[src/rtl/fast_cmd_decoder.sv]
module fast_cmd_decoder (
  input  logic clk,
  input  logic srst,
  input  logic line_i,
  output logic trig_o,
  output logic chip_rst_o,
  output logic cal_o
);

  typedef enum logic [1:0] {
    ST_IDLE    = 2'd0,
    ST_ONE     = 2'd1,
    ST_ONEZERO = 2'd2,
    ST_CALPEND = 2'd3
  } state_t;

  state_t st;

  always_ff @(posedge clk) begin
    if (srst) begin
      st         <= ST_IDLE;
      trig_o     <= 1'b0;
      chip_rst_o <= 1'b0;
      cal_o      <= 1'b0;
    end else begin
      trig_o     <= 1'b0;
      chip_rst_o <= 1'b0;
      cal_o      <= 1'b0;
      case (st)
        ST_IDLE:    st <= line_i ? ST_ONE : ST_IDLE;
        ST_ONE:     st <= line_i ? ST_CALPEND : ST_ONEZERO;
        ST_ONEZERO: begin
          st <= ST_IDLE;
          if (line_i) chip_rst_o <= 1'b1;
          else        trig_o     <= 1'b1;
        end
        default: begin
          cal_o <= 1'b1;
          st    <= line_i ? ST_ONE : ST_IDLE;
        end
      endcase
    end
  end

  assert_onehot_pulses_R6: assert property (@(posedge clk) disable iff (srst)
    $onehot0({trig_o, chip_rst_o, cal_o}));

  assert_pulse_single_cycle_R6: assert property (@(posedge clk) disable iff (srst)
    (trig_o || chip_rst_o || cal_o) |=> !(trig_o || chip_rst_o || cal_o));

  assert_trig_origin_R1: assert property (@(posedge clk) disable iff (srst)
    trig_o |-> ($past(line_i, 3) && !$past(line_i, 2) && !$past(line_i, 1)));

  assert_rst_origin_R3: assert property (@(posedge clk) disable iff (srst)
    chip_rst_o |-> ($past(line_i, 3) && !$past(line_i, 2) && $past(line_i, 1)));

  assert_cal_origin_R2: assert property (@(posedge clk) disable iff (srst)
    cal_o |-> ($past(line_i, 3) && $past(line_i, 2)));

  assert_srst_clears_R7: assert property (@(posedge clk)
    srst |=> !(trig_o || chip_rst_o || cal_o));

endmodule

[config.mk]
export PLATFORM = sky130hd
export DESIGN_NAME = fast_cmd_decoder
export DESIGN_NICKNAME = d
export VERILOG_FILES = /design/src/rtl/fast_cmd_decoder.sv
export SDC_FILE = /design/constraint.sdc
export NUM_CORES = 1
export LEC_CHECK = 0
export CAP_MARGIN = 15
export CORE_AREA = 2 2 39 41
export DETAILED_ROUTE_END_ITERATION = 7
export DIE_AREA = 0 0 41 43
export PLACE_DENSITY_LB_ADDON = 0.05
export SLEW_MARGIN = 20
export SYNTH_ARGS = -nofsm -noshare
export SYNTH_HDL_FRONTEND = slang
export SYNTH_SLANG_ARGS = --single-unit
[constraint.sdc]
create_clock -name clk -period 1.3 [get_ports clk]
set_input_delay 0.13 -clock clk [delete_from_list [all_inputs] [get_ports clk]]
set_output_delay 0.13 -clock clk [all_outputs]
set_load 0.01 [all_outputs]
* Word level (Yosys, flattened, before mapping)
Cells that the tools add are included.
** Storage, ports and cells
- Word-level logic and storage cells :: 16
- Register bits :: 5
- Input bits :: 3
- Output and inout bits :: 3
** Cells by class
- Reduce and logical (&&, ||, !) cells :: 3
- Mux-type cells :: 6
- Equality and inequality tests :: 2
- Bitwise gates (word level) :: 1
** Operators by type and width (number)
- $mux 1 :: 5
- $pmux 2 s2 :: 1
- $reduce_or 3->1 :: 1
- $eq 2x1->1 const B :: 1
- $eq 2x2->1 const B :: 1
- $logic_not 2->1 :: 1
- $reduce_or 2->1 :: 1
- $not 1->1 :: 1

* Logic depth before layout (Yosys ltp)
Gate-level depths: netlist of run 1.
- Word-level depth :: 3
- Gate-level depth with buffers :: 4
- Gate-level depth less buffers :: 4

* Least setup slack after synthesis of run 1
No wires, ideal clock.
- Path kind :: register -> register
- Start point :: reg st[0]
- End point :: reg st[0]
- Period minus slack after synthesis :: 0.911 ns
- Required time :: 1.185 ns
- Setup time :: 0.115 ns
- Slack :: 0.389 ns
- Cell stages (with the launch flop) :: 5
- Buffers on the path :: 0
- Arrival :: 0.796 ns
- Cell sequence :: dfxtp_1 inv_1 ha_1 nor2_1 nor3b_1
** Between the ends
- Cells in the longest elaborated chain, start to end :: 2
- Elaborated cells between the ends (all ways) :: 3
- Classes of those cells :: eq/ne (2); mux (1)
** Ends and longest elaborated chain
- from (decl) :: RTL line 17 : state_t st;
- from (signal assigned) :: RTL line 30 : ST_IDLE: st <= line_i ? ST_ONE : ST_IDLE;
- from (signal assigned) :: RTL line 31 : ST_ONE: st <= line_i ? ST_CALPEND : ST_ONEZERO;
- from (signal assigned) :: RTL line 39 : st <= line_i ? ST_ONE : ST_IDLE;
- $eq 2x2->1 / $eq 2x1->1 (equally long branches) :: RTL line 29 : case (st)
- $pmux 2 s2 (*) :: RTL line 29
Every way passes the cells marked *; elsewhere a longest branch is shown, timed or not.
A chain may end at the register's enable or synchronous reset.

* Final worst setup path of run 1
- Start point :: reg trig_o
- End point :: out trig_o
** RTL lines
- from (decl) :: RTL line 5 : output logic trig_o,
- from (signal assigned) :: RTL line 22 : trig_o <= 1'b0;
- from (signal assigned) :: RTL line 26 : trig_o <= 1'b0;
- from (signal assigned) :: RTL line 35 : else trig_o <= 1'b1;
No word-level cell between the ends.

==> results.yml, run 1 <==
timing:
  min_period_ns: 1.188
  maxSlewHeadroom_pct: 89.28
  fin_crit_sh_pct: 91.41
  finClkSkew_ns: 0.003854
  report.final.hold_viol_count: 0
  fin_hold_ws_ns: 0.4876
  slew_viol_final: 0
  tns_ns: 0
  rsz0062_at_grt: "false"
  finalSetupViolations: 0
  max_freq_ghz: 0.8415
  worst_slew_pin_slew_ns: 0.1603
power_and_ir_drop:
  pwr-share-comb_pct: 6.6
  leakage_nw: 0.1326
  ir_worst_vdd_mv: 0.4465
  p_int_w: 0.0002893
  p_sw_share_pct: 19.99
  clkPwrFrac_pct: 48.4
  power.switching_w: 0.00007226
  seqPwrFrac_pct: 45.0
  p_per_area_nw_per_um2: 1204
  finalPower_w: 0.0003615
place:
  io_buffers: 5
  place_congestion: 0.5888
  placed_cell_area_um2: 274.0
  placed_cells: 38
floorplanning:
  dieArea_um2: 1763
  die_h_um: 43
  floorplan.initialDensity_pct: 14.74
  io_pins: 6
  fp.coreArea_um2: 1384
  rows: 14
  die_w_um: 41
synthesis:
  netlist_area_um2: 203.9
  synth_nets: 24
  ys_warn_count: 0
  synth_area_per_cell_um2: 12.00
  synth_seq_area_share_pct: 49.08
  postSynthCellCount: 17
  ys_types: 7
  ys_ff_latch: 5
global_routing:
  grt_pass1_vias: 142
  grt_use_total_pct: 6.212
  grt_start_max_net_pins: 6
  antenna_found_initial: 0
  grt_overflow: 0
  grt_pass1_wl_um: 627
critical_path:
  r2r_cells: 4
  cp.required_ns: 1.17
  crit_buf_inv: 1
  cp.arrival_ns: 1.06
  path_class: "reg2out"
  start_kind: "register"
  critical_path.top_delay_family: "buffers and inverters"
  cpPeakStageDelay_ns: 0.52
  r2r-end: "st[0]"
  path_max_fanout: 1
  cp_cell_sequence: "clkdlybuf4s50_1"
  r2r_slack_ns: 0.32
  r2r_start: "st[0]"
  endpoint_kind: "primary output"
  slowest_stage: "clkdlybuf4s50_1"
cells_and_area:
  area_growth_pct: 47.24
  fin_area_um2: 300.3
  layout_common_cells: "dfxtp_1 (5), clkdlybuf4s50_1 (5), ha_1 (4)"
  fin_cells: 42
  diodes: 0
  drive_above_1_share_pct: 23.08
  nets: 34
cts:
  postCtsSetupBuffers: 0
  cts_resized: 0
  cts_tree: "built"
  h-tree-depth: 1
  cts.hold.buffers_added: 0
  clock_sinks: 5
  clkLatencyLatePin_ns: 0.24
  clk_pin_slew_ns: 0.04
  cts_buffer_depth: 2
  cts_root_buf: "clkbuf_4"
  cts_inserted_buffers: 3
worst_hold_path:
  min_to: "trig_o"
  worstHoldStart: "line_i"
  hold_class: "in2reg"
  hold_path_depth: 2
status:
  outcome: "completed"
flow_run:
  cap_violations: 0
routing:
  vias: 131
  via_per_inst: 3.119
  first_pass_iters: 1
  antenna_left: 0
  routed_wl_um: 312
  drc: 0
  wire_per_inst_um: 7.429
  drtIter0Drc: 0
==> sequential cells by signal, indices dropped and copies added, names as in the netlist <==
signal      count
st              2
cal_o           1
chip_rst_o      1
trig_o          1
==> cell usage after synthesis <==
library cell	number	area (um2)
dfxtp_1	5	100.1
ha_1	4	50.05
and2b_2	2	17.52
inv_1	2	7.510
nor3b_1	2	15.01
and3b_2	1	10.01
nor2_1	1	3.750
==> logic make-up after synthesis <==
logic type	Yosys count	share of synthesized area [%]
simple gates	6	22.70
flops	5	49.08
fa+ha+maj	4	24.54
buf+inv	2	3.682
==> per-layer routing <==
| layer | wire (um) | share of wire (%) | vias to the layer above | GRT usage, % |
|---|---|---|---|---|
| li1 | - | - | 70 | - |
| met1 | 113 | 36 | 55 | 4.473 |
| met2 | 152 | 49 | 6 | 8.438 |
| met3 | 46 | 15 | 0 | 7.853 |
| met4 | 0 | 0 | 0 | 4.000 |
| met5 | 0 | 0 | - | 0 |
==> per-stage QoR <==
step,worst slack (ns),utilization (%)
2_1_floorplan,0.3889,-
3_3_place_gp,0.2758,19.80
3_5_place_dp,0.2793,19.80
4_1_cts,0.09441,21.70
5_1_grt,0.03668,21.70
6_report,0.1117,21.70
==> power by group through the flow <==
stage	sequential, W	clock, W	combinational, W
2_1_floorplan	0.000165	0	0.0000113
3_5_place_dp	0.000166	0	0.0000239
3_3_place_gp	0.000166	0	0.0000238
6_report	0.000163	0.000175	0.0000239
5_1_grt	0.000164	0.000205	0.0000284
4_1_cts	0.000163	0.000188	0.0000243
==> final cells by class <==
class                   instances  area [um2]
fillers                       148        1084
inverters                       2       7.507
repair buffers                  5       50.05
clock buffers                   4       26.28
flip-flops and latches          5       100.1
well taps                      16       20.02
multi-input cells              10       96.34
==> how the worst max path moves through the flow <==
stage | from | endpoint | slack [ns] | cells past startpoint
4_1_cts | trig_o | trig_o | 0.09 | 1
3_3_place_gp | srst | cal_o | 0.28 | 2
5_1_grt | chip_rst_o | chip_rst_o | 0.04 | 1
3_5_place_dp | srst | st[1] | 0.28 | 2
6_report | trig_o | trig_o | 0.11 | 1
2_1_floorplan | st[0] | st[0] | 0.39 | 4
(Power assumes the default switching activity.)
==> run 2, diff against run 1 <==
--- a/config.mk
+++ b/config.mk
@@ -9,6 +9,7 @@
 export CORE_AREA = 2 2 39 41
 export DETAILED_ROUTE_END_ITERATION = 7
 export DIE_AREA = 0 0 41 43
+export DONT_BUFFER_PORTS = 1
 export PLACE_DENSITY_LB_ADDON = 0.05
 export SLEW_MARGIN = 20
 export SYNTH_ARGS = -nofsm -noshare
==> run 2 against run 1 <==
  * Final cell count is 7.1% lower
  * Maximum frequency is 22% higher
  * Sequential share of layout area grew 3.7 points
  * Register-to-register slack is essentially flat
  * Utilization fell by 2.2 points
  * Hold slack worse by 0.44 ns
  * Flip-flop and latch count unchanged
  * Clock power grew 5%
  * Critical path depth grew 3
  * Largest power group unchanged
  * Highest routed layer unchanged
==> results.yml, run 2 (synthesis gave the netlist of run 1 again) <==
critical_path:
  cp.arrival_ns: 1.14
  endpoint_kind: "register"
  start_kind: "register"
  critical_path.top_delay_family: "flip-flops"
  slowest_stage: "dfxtp_1"
  r2r_slack_ns: 0.33
  cp.required_ns: 1.47
  cp_cell_sequence: "inv_1 -> ha_1 -> nor2_1 -> nor3b_1"
  path_max_fanout: 4
  cpPeakStageDelay_ns: 0.38
  crit_buf_inv: 1
  path_class: "reg2reg"
floorplanning:
  fp.coreArea_um2: 1384
  dieArea_um2: 1763
  io_pins: 6
  die_h_um: 43
  die_w_um: 41
  floorplan.initialDensity_pct: 14.74
  rows: 14
routing:
  wire_per_inst_um: 7.923
  routed_wl_um: 309
  via_per_inst: 3.282
  antenna_left: 0
  vias: 128
  drtIter0Drc: 0
  first_pass_iters: 1
  drc: 0
cts:
  cts_root_buf: "clkbuf_4"
  clkLatencyLatePin_ns: 0.24
  h-tree-depth: 1
  clk_pin_slew_ns: 0.05
  cts_tree: "built"
  cts_buffer_depth: 2
  clock_sinks: 5
  postCtsSetupBuffers: 0
  cts_inserted_buffers: 3
global_routing:
  grt_pass1_vias: 121
  grt_pass1_wl_um: 531
  grt_overflow: 0
  antenna_found_initial: 0
  grt_start_max_net_pins: 5
  grt_use_total_pct: 5.611
timing:
  finalSetupViolations: 0
  slew_viol_final: 0
  report.final.hold_viol_count: 0
  max_freq_ghz: 1.029
  tns_ns: 0
  rsz0062_at_grt: "false"
  worst_slew_pin_slew_ns: 0.1786
  fin_crit_sh_pct: 74.74
  finClkSkew_ns: 0.003753
  maxSlewHeadroom_pct: 88.07
  min_period_ns: 0.9716
cells_and_area:
  nets: 31
  area_growth_pct: 32.51
  diodes: 0
  top_register: "st"
  largest_reg_flops: 2
  layout_common_cells: "dfxtp_1 (5), ha_1 (4), clkbuf_4 (3)"
  layout_commonest_cell: "dfxtp_1"
  drive_above_1_share_pct: 26.09
power_and_ir_drop:
  p_per_area_nw_per_um2: 1345
  finalPower_w: 0.0003636
  ir_worst_vdd_mv: 0.3339
  leakage_nw: 0.1229
flow_run:
  cap_violations: 0
place:
  place_congestion: 0.6531
  io_buffers: 0
status:
  outcome: "completed"
worst_hold_path:
  hold_class: "in2reg"
==> run 2: path summary, 6_finish.rpt <==
path	start	endpoint	cells past startpoint
setup / recovery	st[0]	st[0]	4
hold reg to reg	st[1]	cal_o	2
hold / removal	line_i	st[0]	1
setup reg to reg	st[0]	st[0]	4
==> run 2: metal layers <==
layer	global-route usage (%)	part of all wire (%)	vias up
met5	0	0	-
met1	6.070	39	58
met2	5.000	44	4
met4	8.000	0	0
li1	-	-	66
met3	4.712	16	0
==> run 2: where the power goes <==
part	switching, W	leakage (nW)	internal [W]
sequential	0.00000462	0.0407	0.000159
clock	0.0000663	0.0150	0.000116
combinational	0.00000630	0.0672	0.0000114
total	0.0000773	0.123	0.000286
==> run 2: metrics by stage <==
step / cell area, um2 / utilization, % / std cells / setup slack (ns) / hold WS (ns)
3_5_place_dp: 224.0 / 16.18 / 33 / 0.3133 / 0.2103
6_report: 270.3 / 19.53 / 39 / 0.3284 / 0.04622
3_3_place_gp: 224.0 / 16.18 / 33 / 0.3188 / 0.2101
4_1_cts: 270.3 / 19.53 / 39 / 0.3032 / 0.04122
2_1_floorplan: 203.9 / - / 17 / 0.3889 / 0.2051
5_1_grt: 270.3 / 19.53 / 39 / 0.2396 / 0.03192
==> run 2: area by class of cell <==
| cell class | instances | area (um2) |
|---|---|---|
| inverters | 2 | 7.507 |
| fillers | 150 | 1114 |
| flip-flops and latches | 5 | 100.1 |
| clock buffers | 4 | 26.28 |
| multi-input cells | 10 | 96.34 |
| well taps | 16 | 20.02 |
| repair buffers | 2 | 20.02 |
==> run 2: what timing repair did <==
| action | in CTS | in global routing |
|---|---|---|
| hold buffers | 2 | 0 |
| endpoints found under the setup margin | 0 | 0 |
| resized for setup | 0 | 0 |
| endpoints found under the hold margin | 2 | 0 |
==> run 3, diff against run 2 <==
==> constraint.sdc (replaced) <==
create_clock -name clk -period 0.8 [get_ports clk]
set_input_delay 0.08 -clock clk [delete_from_list [all_inputs] [get_ports clk]]
set_output_delay 0.08 -clock clk [all_outputs]
set_load 0.01 [all_outputs]
==> run 3 against run 2 <==
  * The flow now finishes with violations (negative setup slack)
  * Routed wire length is 21% higher
  * Clock skew is 0.0036 ns lower
  * Non-clock buffer count stayed put
  * Power is 66% higher
  * Combinational power is 140% higher
  * Register-to-register slack worse by 0.44 ns
  * Critical path depth stayed put
  * Clock power is 61% higher
  * Count of clock-buffer cells in the layout stayed put
  * Critical path type unchanged
==> results.yml, run 3 (synthesis gave the netlist of run 1 again) <==
status:
  outcome: "finished, violations left"
  violations: "negative setup slack"
routing:
  vias: 126
  via_per_inst: 3.231
  first_pass_iters: 1
  routed_wl_um: 375
  route.met3.wl_um: 51
  drtIter0Drc: 0
  top_layer: "met3"
  antenna_left: 0
  dr_wl_met2_um: 197
  wire_per_inst_um: 9.615
  drc: 0
  wl_met1_um: 125
timing:
  maxSlewHeadroom_pct: 88.35
  tns_ns: -0.2349
  setup_slack_ns: -0.1081
  finClkSkew_ns: 0.0001662
  finalSetupViolations: 4
  rsz0062_at_grt: "true"
  fin_hold_ws_ns: 0.02338
  max_freq_ghz: 1.101
  report.final.hold_viol_count: 0
  min_period_ns: 0.9081
  slew_viol_final: 0
  worst_slew_pin_slew_ns: 0.1744
  fin_crit_sh_pct: 113.5
cts:
  clkLatencyLatePin_ns: 0.24
  postCtsSetupBuffers: 0
  cts_root_buf: "clkbuf_4"
  h-tree-depth: 1
  cts_inserted_buffers: 3
  cts_buffer_depth: 2
  clk_pin_slew_ns: 0.04
  cts_tree: "built"
  clock_sinks: 5
place:
  place_congestion: 0.6548
  placed_cell_area_um2: 225.2
  io_buffers: 0
critical_path:
  r2r-end: "st[0]"
  cp.arrival_ns: 1.07
  path_class: "reg2reg"
  cp.required_ns: 0.97
  path_max_fanout: 4
  r2r_cells: 4
  r2r_start: "st[0]"
  r2r_slack_ns: -0.11
  start_kind: "register"
  endpoint_kind: "register"
global_routing:
  grt_pass1_vias: 134
  grt_overflow: 0
  grt_start_max_net_pins: 5
  grt_use_total_pct: 6.306
  antenna_found_initial: 0
  grt_pass1_wl_um: 607
cells_and_area:
  nets: 31
  fillCellCount: 155
  fin_area_um2: 300.3
  largest_reg_flops: 2
  top_register: "st"
  layout_common_cells: "ha_1 (3), dfxtp_1 (3), clkbuf_4 (3)"
  diodes: 0
  post-route-util_pct: 21.70
  drive_above_1_share_pct: 56.52
  area_growth_pct: 47.24
floorplanning:
  die_h_um: 43
  io_pins: 6
  die_w_um: 41
  floorplan.initialDensity_pct: 14.74
  fp.coreArea_um2: 1384
  dieArea_um2: 1763
  rows: 14
power_and_ir_drop:
  finalPower_w: 0.0006033
  p_per_area_nw_per_um2: 2009
  ir_worst_vdd_mv: 0.8456
  leakage_nw: 0.1270
worst_hold_path:
  min_to: "chip_rst_o"
  worstHoldStart: "line_i"
  hold_class: "in2reg"
  hold_path_depth: 1
flow_run:
  cap_violations: 0
## run 3: layout make-up
type / instances / area, um2 / share of cell area (%)
Clock buffer: 4 / 26.28 / 8.750
Inverter: 2 / 10.01 / 3.333
Multi-Input combinational cell: 10 / 116.4 / 38.75
Sequential cell: 5 / 107.6 / 35.83
Tap cell: 16 / 20.02 / 6.667
Timing Repair Buffer: 2 / 20.02 / 6.667
## run 3: worst max-delay path by stage
| stage | start | cells past startpoint | endpoint | slack (ns) |
|---|---|---|---|---|
| finish | st[0] | 4 | st[0] | -0.11 |
| global route | st[0] | 4 | st[0] | -0.16 |
| CTS | st[0] | 4 | st[0] | -0.13 |
| detailed placement | st[0] | 4 | st[0] | -0.13 |
| global placement | st[0] | 4 | st[0] | -0.13 |
| floorplan | st[0] | 4 | st[0] | -0.08 |
## run 3: stage by stage
step	instances	setup WS, ns
2_1_floorplan	17	-0.07976
3_3_place_gp	33	-0.1308
3_5_place_dp	33	-0.1290
4_1_cts	39	-0.1272
5_1_grt	39	-0.1642
6_report	39	-0.1081
## run 3: repair_timing
action	in CTS	in global routing
hold endpoints to repair	2	0
gates resized for setup	5	4
hold buffers	2	0
pin swaps	0	3
setup endpoints to repair	5	5
## run 3: critical path, stage by stage (launching register included)
cell	delay [ns]
dfxtp_4	0.37
inv_4	0.04
ha_4	0.25
nor2_2	0.03
nor3b_2	0.15
## run 3: layer usage
| layer | vias up | global-route usage [%] |
|---|---|---|
| li1 | 64 | - |
| met1 | 56 | 5.096 |
| met2 | 6 | 9.063 |
| met3 | 0 | 9.424 |
| met4 | 0 | 0 |
| met5 | - | 0 |
## run 3: report_power, final
group / internal [W] / total (W) / switching [W]
clock network: 0.000189 / 0.000295 / 0.000106
registers: 0.000256 / 0.000267 / 0.0000111
logic: 0.0000260 / 0.0000418 / 0.0000158
